[src/rtl/clkmode_pkg.sv]
// Shared types for the clock mode decoder and ratio divider.
// Assumes: one divider per generated waveform, indexed by the constants below.
package clkmode_pkg;

    typedef enum logic [1:0] {
        MODE_OFF  = 2'd0,
        MODE_RSVD = 2'd1,
        MODE_RUN  = 2'd2,
        MODE_TEST = 2'd3
    } mode_e;

    typedef struct packed {
        mode_e mode;
        logic  ratio3;   // bus = cpu / 3 when set, cpu / 2 otherwise
        logic  spread;   // downspread requested
    } cfg_t;

    localparam int DIV_CPU = 0;
    localparam int DIV_BUS = 1;
    localparam int DIV_AUX = 2;
    localparam int DIV_TCK = 3;
    localparam int NDIV    = 4;

endpackage

[src/rtl/clk_mode_decoder.sv]
// Decodes the three-bit frequency select and spread input into a mode record.
// Assumes: inputs are already registered in the tick domain.
module clk_mode_decoder
    import clkmode_pkg::*;
(
    input  logic [2:0] sel,
    input  logic       spread_n,
    output cfg_t       cfg
);

    // Map each select code to a mode; the spread bit counts only in run codes.
    always_comb begin
        cfg.mode   = MODE_RSVD;
        cfg.ratio3 = 1'b0;
        cfg.spread = 1'b0;
        case (sel)
            3'b000: cfg.mode = MODE_OFF;
            3'b011, 3'b111: begin
                cfg.mode   = MODE_RUN;
                cfg.ratio3 = sel[2];
                cfg.spread = ~spread_n;
            end
            3'b100: cfg.mode = MODE_TEST;
            default: cfg.mode = MODE_RSVD;
        endcase
    end

endmodule

[src/rtl/clk_div_plan.sv]
// Turns a mode record into the half-period, in ticks, of every divider.
// A half-period of zero parks that divider low.
// Assumes: a tick is a half period of the processor clock (run) or test clock (test).
module clk_div_plan
    import clkmode_pkg::*;
#(
    parameter int RATIO_LO     = 2,
    parameter int RATIO_HI     = 3,
    parameter int CPU_TEST_DIV = 2,
    parameter int BUS_TEST_DIV = 6,
    parameter int AUX_TEST_DIV = 12,
    parameter int AUX_HALF_BUS = 1,
    parameter int HW           = 5
) (
    input  cfg_t                     cfg,
    output logic [NDIV-1:0][HW-1:0]  half
);

    localparam logic [HW-1:0] H_ONE    = HW'(1);
    localparam logic [HW-1:0] H_BUS_LO = HW'(RATIO_LO);
    localparam logic [HW-1:0] H_BUS_HI = HW'(RATIO_HI);
    localparam logic [HW-1:0] H_AUX_LO = HW'(2 * RATIO_LO);
    localparam logic [HW-1:0] H_AUX_HI = HW'(2 * RATIO_HI);
    localparam logic [HW-1:0] H_T_CPU  = HW'(CPU_TEST_DIV);
    localparam logic [HW-1:0] H_T_BUS  = HW'(BUS_TEST_DIV);
    localparam logic [HW-1:0] H_T_AUX  = HW'(AUX_TEST_DIV);

    // Pick per-divider half-periods for the requested mode.
    always_comb begin
        half = '0;
        case (cfg.mode)
            MODE_RUN: begin
                half[DIV_CPU] = H_ONE;
                half[DIV_BUS] = cfg.ratio3 ? H_BUS_HI : H_BUS_LO;
                if (AUX_HALF_BUS != 0)
                    half[DIV_AUX] = cfg.ratio3 ? H_AUX_HI : H_AUX_LO;
            end
            MODE_TEST: begin
                half[DIV_CPU] = H_T_CPU;
                half[DIV_BUS] = H_T_BUS;
                half[DIV_AUX] = (AUX_HALF_BUS != 0) ? H_T_AUX : H_ONE;
                half[DIV_TCK] = H_ONE;
            end
            default: half = '0;
        endcase
    end

endmodule

[src/rtl/clk_half_divider.sv]
// Generates a 50% duty waveform whose high and low phases each last `half` ticks.
// The waveform is high on count zero; at_end flags the last tick of a period.
// Assumes: restart is raised only when the whole bank sits at a period end.
module clk_half_divider #(
    parameter int HW = 5
) (
    input  logic          clk,
    input  logic          rst_n,
    input  logic          restart,
    input  logic [HW-1:0] half_new,
    output logic          wave,
    output logic          at_end
);

    localparam int CW = HW + 1;

    logic [HW-1:0] half_q;
    logic [CW-1:0] cnt;
    logic [CW-1:0] last_cnt;
    logic [CW-1:0] cnt_inc;

    assign last_cnt = {half_q, 1'b0} - CW'(1);
    assign cnt_inc  = cnt + CW'(1);
    assign at_end   = (half_q == '0) || (cnt == last_cnt);

    // Count ticks within the period and register the output level.
    always_ff @(posedge clk) begin
        if (!rst_n) begin
            half_q <= '0;
            cnt    <= '0;
            wave   <= 1'b0;
        end else if (restart) begin
            half_q <= half_new;
            cnt    <= '0;
            wave   <= (half_new != '0);
        end else if (half_q == '0) begin
            cnt    <= '0;
            wave   <= 1'b0;
        end else if (at_end) begin
            cnt    <= '0;
            wave   <= 1'b1;
        end else begin
            cnt    <= cnt_inc;
            wave   <= (cnt_inc < {1'b0, half_q});
        end
    end

    // a period only ever begins from count zero, never part-way.
    assert_rise_at_count_zero_R9: assert property (@(posedge clk) disable iff (!rst_n)
        $rose(wave) |-> (cnt == '0));

endmodule

[src/rtl/clk_mode_divider.sv]
// Top level: captures the select, decodes the mode, switches it at frame ends,
// and drives the clock outputs from a bank of phase-aligned dividers.
// Assumes: clk is the half-period tick; ref_in and usb_in are free-running levels.
module clk_mode_divider
    import clkmode_pkg::*;
#(
    parameter int RATIO_LO     = 2,
    parameter int RATIO_HI     = 3,
    parameter int CPU_TEST_DIV = 2,
    parameter int BUS_TEST_DIV = 6,
    parameter int AUX_TEST_DIV = 12,
    parameter int AUX_HALF_BUS = 1
) (
    input  logic       clk,
    input  logic       rst_n,
    input  logic [2:0] freq_sel,
    input  logic       spread_n,
    input  logic       ref_in,
    input  logic       usb_in,
    output logic       cpu_clk,
    output logic       bus_clk,
    output logic       aux_clk,
    output logic       usb_clk,
    output logic       ref_clk,
    output logic       out_en,
    output logic       mode_illegal,
    output logic       downspread
);

    localparam int MAX_A    = (AUX_TEST_DIV > 2 * RATIO_HI) ? AUX_TEST_DIV : 2 * RATIO_HI;
    localparam int MAX_B    = (BUS_TEST_DIV > CPU_TEST_DIV) ? BUS_TEST_DIV : CPU_TEST_DIV;
    localparam int MAX_HALF = (MAX_A > MAX_B) ? MAX_A : MAX_B;
    localparam int HW       = $clog2(MAX_HALF + 1);

    logic [2:0]              sel_q;
    logic                    spn_q;
    cfg_t                    nxt_cfg;
    cfg_t                    act_cfg;
    logic [NDIV-1:0][HW-1:0] half_plan;
    logic [NDIV-1:0]         wave;
    logic [NDIV-1:0]         at_end;
    logic                    frame_end;
    logic                    restart;

    clk_mode_decoder u_dec (
        .sel      (sel_q),
        .spread_n (spn_q),
        .cfg      (nxt_cfg)
    );

    clk_div_plan #(
        .RATIO_LO     (RATIO_LO),
        .RATIO_HI     (RATIO_HI),
        .CPU_TEST_DIV (CPU_TEST_DIV),
        .BUS_TEST_DIV (BUS_TEST_DIV),
        .AUX_TEST_DIV (AUX_TEST_DIV),
        .AUX_HALF_BUS (AUX_HALF_BUS),
        .HW           (HW)
    ) u_plan (
        .cfg  (nxt_cfg),
        .half (half_plan)
    );

    assign frame_end = &at_end;
    assign restart   = frame_end && (nxt_cfg != act_cfg);

    genvar g;
    generate
        for (g = 0; g < NDIV; g++) begin : g_div
            clk_half_divider #(.HW(HW)) u_div (
                .clk      (clk),
                .rst_n    (rst_n),
                .restart  (restart),
                .half_new (half_plan[g]),
                .wave     (wave[g]),
                .at_end   (at_end[g])
            );
        end
    endgenerate

    // Capture the select inputs and adopt a new mode only at a frame end.
    always_ff @(posedge clk) begin
        if (!rst_n) begin
            sel_q          <= 3'b000;
            spn_q          <= 1'b1;
            act_cfg.mode   <= MODE_OFF;
            act_cfg.ratio3 <= 1'b0;
            act_cfg.spread <= 1'b0;
        end else begin
            sel_q <= freq_sel;
            spn_q <= spread_n;
            if (restart)
                act_cfg <= nxt_cfg;
        end
    end

    // Route divider waves and pass-through levels to the outputs per mode.
    always_comb begin
        out_en       = (act_cfg.mode != MODE_OFF);
        mode_illegal = (act_cfg.mode == MODE_RSVD);
        downspread   = (act_cfg.mode == MODE_RUN) && act_cfg.spread;
        cpu_clk      = wave[DIV_CPU];
        bus_clk      = wave[DIV_BUS];
        case (act_cfg.mode)
            MODE_OFF: begin
                aux_clk = 1'b0;
                usb_clk = 1'b0;
                ref_clk = 1'b0;
            end
            MODE_TEST: begin
                aux_clk = wave[DIV_AUX];
                usb_clk = wave[DIV_CPU];
                ref_clk = wave[DIV_TCK];
            end
            MODE_RUN: begin
                aux_clk = (AUX_HALF_BUS != 0) ? wave[DIV_AUX] : ref_in;
                usb_clk = usb_in;
                ref_clk = ref_in;
            end
            default: begin
                aux_clk = (AUX_HALF_BUS != 0) ? 1'b0 : ref_in;
                usb_clk = usb_in;
                ref_clk = ref_in;
            end
        endcase
    end

    // with the enable withdrawn nothing toggles and no flag is raised.
    assert_off_quiet_R1: assert property (@(posedge clk) disable iff (!rst_n)
        !out_en |-> !(cpu_clk || bus_clk || aux_clk || usb_clk || ref_clk
                      || downspread || mode_illegal));

    // a spread request is only ever issued in a legal, enabled mode.
    assert_spread_legal_only_R4: assert property (@(posedge clk) disable iff (!rst_n)
        downspread |-> (out_en && !mode_illegal));

    // bus edges are generated only together with processor edges.
    assert_bus_on_cpu_edge_R5: assert property (@(posedge clk) disable iff (!rst_n)
        $rose(bus_clk) |-> $rose(cpu_clk));

    // reserved codes keep the processor and bus outputs parked low.
    assert_rsvd_parked_R7: assert property (@(posedge clk) disable iff (!rst_n)
        mode_illegal |-> (!cpu_clk && !bus_clk));

endmodule

[config.mk]
export PLATFORM = sky130hd
export DESIGN_NAME = clk_mode_divider
export DESIGN_NICKNAME = d
export VERILOG_FILES = /design/src/rtl/clkmode_pkg.sv /design/src/rtl/clk_mode_decoder.sv /design/src/rtl/clk_div_plan.sv /design/src/rtl/clk_half_divider.sv /design/src/rtl/clk_mode_divider.sv
export SDC_FILE = /design/constraint.sdc
export NUM_CORES = 1
export LEC_CHECK = 0
export BUFFER_PORTS_ARGS = -buffer_cell sky130_fd_sc_hd__buf_2
export CAP_MARGIN = 20
export CORE_MARGIN = 3
export CORE_UTILIZATION = 39
export CTS_CLUSTER_SIZE = 12
export DETAILED_ROUTE_END_ITERATION = 8
export HOLD_SLACK_MARGIN = 0.08
export PLACE_DENSITY = 0.63
export RECOVER_POWER = 100
export REMOVE_ABC_BUFFERS = 1
export SYNTH_ARGS = -nofsm -noshare
export SYNTH_HDL_FRONTEND = slang
export SYNTH_SLANG_ARGS = --single-unit
[constraint.sdc]
create_clock -name clk -period 6.4 [get_ports clk]
set_clock_uncertainty 0.05 [all_clocks]
set_input_delay 0.64 -clock clk [delete_from_list [all_inputs] [get_ports clk]]
set_output_delay 0.64 -clock clk [all_outputs]
set_load 0.1 [all_outputs]
==> impl_metrics.csv <==
group,metric,value,unit
outcome,outcome,"finished, final reports clean",
worst_setup_path,startpoint_type,"flop",
die,coreArea,0.00479,mm²
pwr,power_density,265,mW/mm²
worst_setup_path,endpoint_kind,"flop",
detailed_routing,wl_per_cell,12.7,µm
worst_setup_path,cp_max_fo,11,
pwr,ir_drop,129,µV
clock_network,htreeDepth,2,
finish,finish.utilization,44.9,%
finish,antenna_cells,0,
die,start_util,40.7,%
worst_setup_path,r2r_start,"g_div[0].u_div.half_q[1]$_SDFFE_PN0P_",
finish,fin_area,0.00215,mm²
detailed_routing,vias,1467,
grt,grt_pass1_wl,6.56,mm
sta,period_share,50.7,%
sta,grt_setup_unrepaired,"false",
worst_setup_path,worst-setup-path-type,"reg -> reg",
synth,synth-edff-count,0,
die,pin_count,16,
detailed_routing,avgViaCountPerCell,4.99,
clock_network,cts_hold_buf,0,
grt,grt_overflow_total,0,
clock_network,post-cts-setup-buffers,0,
synth,synth_cells,211,
worst_setup_path,crit_buf_inv,1,
sta,slew_viol_final,0,
clock_network,cts_buffers,5,
pwr,leakage,0.900,nW
finish,fin_nets,250,
sta,tightest_slew,1280,ps
die,fp.dieArea,0.00588,mm²
worst_setup_path,arrival,3430,ps
hold_path,hp-class,"reg -> reg",
flow_run,drv_cap,0,
detailed_routing,dr.pass1.iters,4,
grt,grt_pass1_vias,1419,
synth,synth-seq-area-share,35.9,%
placed_design,dp_hpwl,2.75,mm
detailed_routing,ant_nets,0,
die,die_w,76.7,µm
sta,slew_headroom,14.7,%
clock_network,clkTransAtPathRegs,80,ps
clock_network,clock_latency,290,ps
synth,avgSynthCellArea,9.24,µm²
finish,drive_gt1_share,9.25,%
grt,grt_usage,13.7,%
die,rows,25,
finish,area_growth,10.2,%
worst_setup_path,max_stage_delay,1040,ps
grt,antenna_found_initial,0,
synth,ys.warnings.count,0,
worst_setup_path,cp.required,6580,ps
die,fp.dieH,76.7,µm
clock_network,cts_resized,0,
synth,ys_types,48,
synth,synth_flop_cell,"dfxtp_1",
synth,async_reset_ff_share,0,%
sta,setup_viol,0,
clock_network,clockRootBuffer,"clkbuf_8",
clock_network,cts_sinks,35,
hold_path,hold_start,"g_div[2].u_div.cnt[0]$_SDFF_PP0_",
detailed_routing,drtIter0Drc,117,
pwr,power,0.000569,W
detailed_routing,drc_errors,0,
sta,final_hold_viol_count,0,
clock_network,clk_path_buf_depth,2,
sta,setup_tns,0,ps
worst_setup_path,cp_cell_sequence,"inv_1, ha_1, xor2_1, a41oi_1, nor2_1, nand3_1, nor3b_1, a22o_2",
worst_setup_path,critical_path.top_delay_family,"simple AND/OR/NAND/NOR gates",
placed_design,port_buffers,15,
synth,ys_ff_latch,35,
synth,synth_area,0.00195,mm²
grt,grt_max_degree,17,
placed_design,post_dp_cell_area,0.00206,mm²
clock_network,cts_tree,"yes",
worst_setup_path,critPathLaunch,"g_div[0].u_div.half_q[1]$_SDFFE_PN0P_",
placed_design,dp.cells,286,
detailed_routing,wl,3.74,mm
sta,period_minus_slack,3240,ps
finish,stdcell_count,294,
worst_setup_path,crit_slowest_cell,"nor3b_1",
sta,fmax,0.308,GHz
placed_design,place.gp.congestion,0.792,
-- stage by stage --
stage,hold slack (ps),setup slack [ps]
2_1_floorplan,368,2550
3_3_place_gp,385,3640
3_5_place_dp,393,3660
4_1_cts,404,3600
5_1_grt,453,2880
6_report,403,3160
-- where the power goes --
| group | switching, W | leakage (nW) | internal (W) |
|---|---|---|---|
| Clock | 0.0000827 | 0.0581 | 0.000116 |
| Sequential | 0.0000102 | 0.284 | 0.000226 |
| Combinational | 0.0000984 | 0.558 | 0.0000356 |
| Total | 0.000191 | 0.900 | 0.000377 |
-- worst register-to-register path: cells and delay by family, from the launching register on --
family                   cells  cell delay, ps
AO/OA/AOI/OAI                2             540
XOR/XNOR                     1             190
adder cells (fa/ha/maj)      1             330
buffers and inverters        1             200
AND/OR/NAND/NOR              3            1390
flip-flops                   1             490
-- layer usage --
layer	global-route usage, %	vias to the layer above	part of all wire (%)	routed length (µm)
li1	-	770	-	-
met1	18.5	670	51	1910
met2	20.3	23	44	1640
met3	3.64	4	3.7	138
met4	6.16	0	1.3	47
met5	0	-	0	0
-- cell usage in the layout (no fill, tap or decap), types with 2 or more instances in the layout --
master	count
a22o_1	4
o21ai_0	7
o2bb2ai_1	3
and3_1	3
a21o_1	2
and2_1	3
o22ai_1	2
a41oi_1	2
nor2_1	23
clkbuf_8	5
nand2b_1	6
nand4b_1	2
nor3b_1	2
ha_1	16
clkbuf_1	9
buf_2	6
nand4_1	6
dfxtp_1	35
nand3_1	12
nor3_1	3
xnor2_1	8
nand2_1	9
nor2b_1	3
inv_1	11
xor2_1	18
a32o_1	4
-- cell type report --
cell class | instances | area, µm²
Clock buffer | 5 | 68.8
Timing Repair Buffer | 15 | 63.8
Multi-Input combinational cell | 158 | 1150
Clock inverter | 3 | 43.8
Fill cell | 483 | 2640
Tap cell | 67 | 83.8
Sequential cell | 35 | 701
Inverter | 11 | 41.3
-- kinds of logic (layout without fill, tap and decap cells) --
| group | count (synthesis) | after routing | share of synthesized area, % |
|---|---|---|---|
| simple gates | 76 | 76 | 20.5 |
| compound gates | 37 | 37 | 14.6 |
| flops | 35 | 35 | 35.9 |
| xor+xnor | 26 | 26 | 12.1 |
| buf+inv | 18 | 34 | 4.36 |
| fa+ha+maj | 16 | 16 | 10.3 |
| mux | 3 | 3 | 2.25 |
-- final timing paths --
path	to	slack, ps	depth (start not counted)
worst max register to register	act_cfg[3]$_SDFFE_PN0P_	3160	8
worst max-delay path	act_cfg[3]$_SDFFE_PN0P_	3160	8
worst min-delay path	g_div[2].u_div.cnt[0]$_SDFF_PP0_	400	1
worst min register to register	g_div[2].u_div.cnt[0]$_SDFF_PP0_	400	1
-- sequential cells by signal, summed over array words and instances, names as in the netlist --
name                flops
spn_q                   1
g_div.u_div.wave        4
sel_q                   3
act_cfg                 4
g_div.u_div.cnt        20
g_div.u_div.half_q      3
-- cell usage after synthesis, drive strengths merged (2+ instances only) --
master   count  area share (%)
a21o         2            0.77
a22o         5             2.3
a32o         4             2.1
a41oi        2            0.90
and2         5             1.7
and3         3            0.96
buf          4             1.7
clkbuf       3            0.58
dfxtp       35              36
ha          16              10
inv         11             2.1
nand2        9             1.7
nand2b       6             1.9
nand3       12             3.3
nand4        6             1.9
nand4b       2            0.90
nor2        23             4.4
nor2b        3            0.96
nor3         3            0.77
nor3b        2             1.0
o21a         2            0.83
o21ai        8             2.2
o22ai        2            0.64
o2bb2ai      3             1.3
xnor2        8             4.0
xor2        18             8.1
Power figures use the tool's default switching activity.
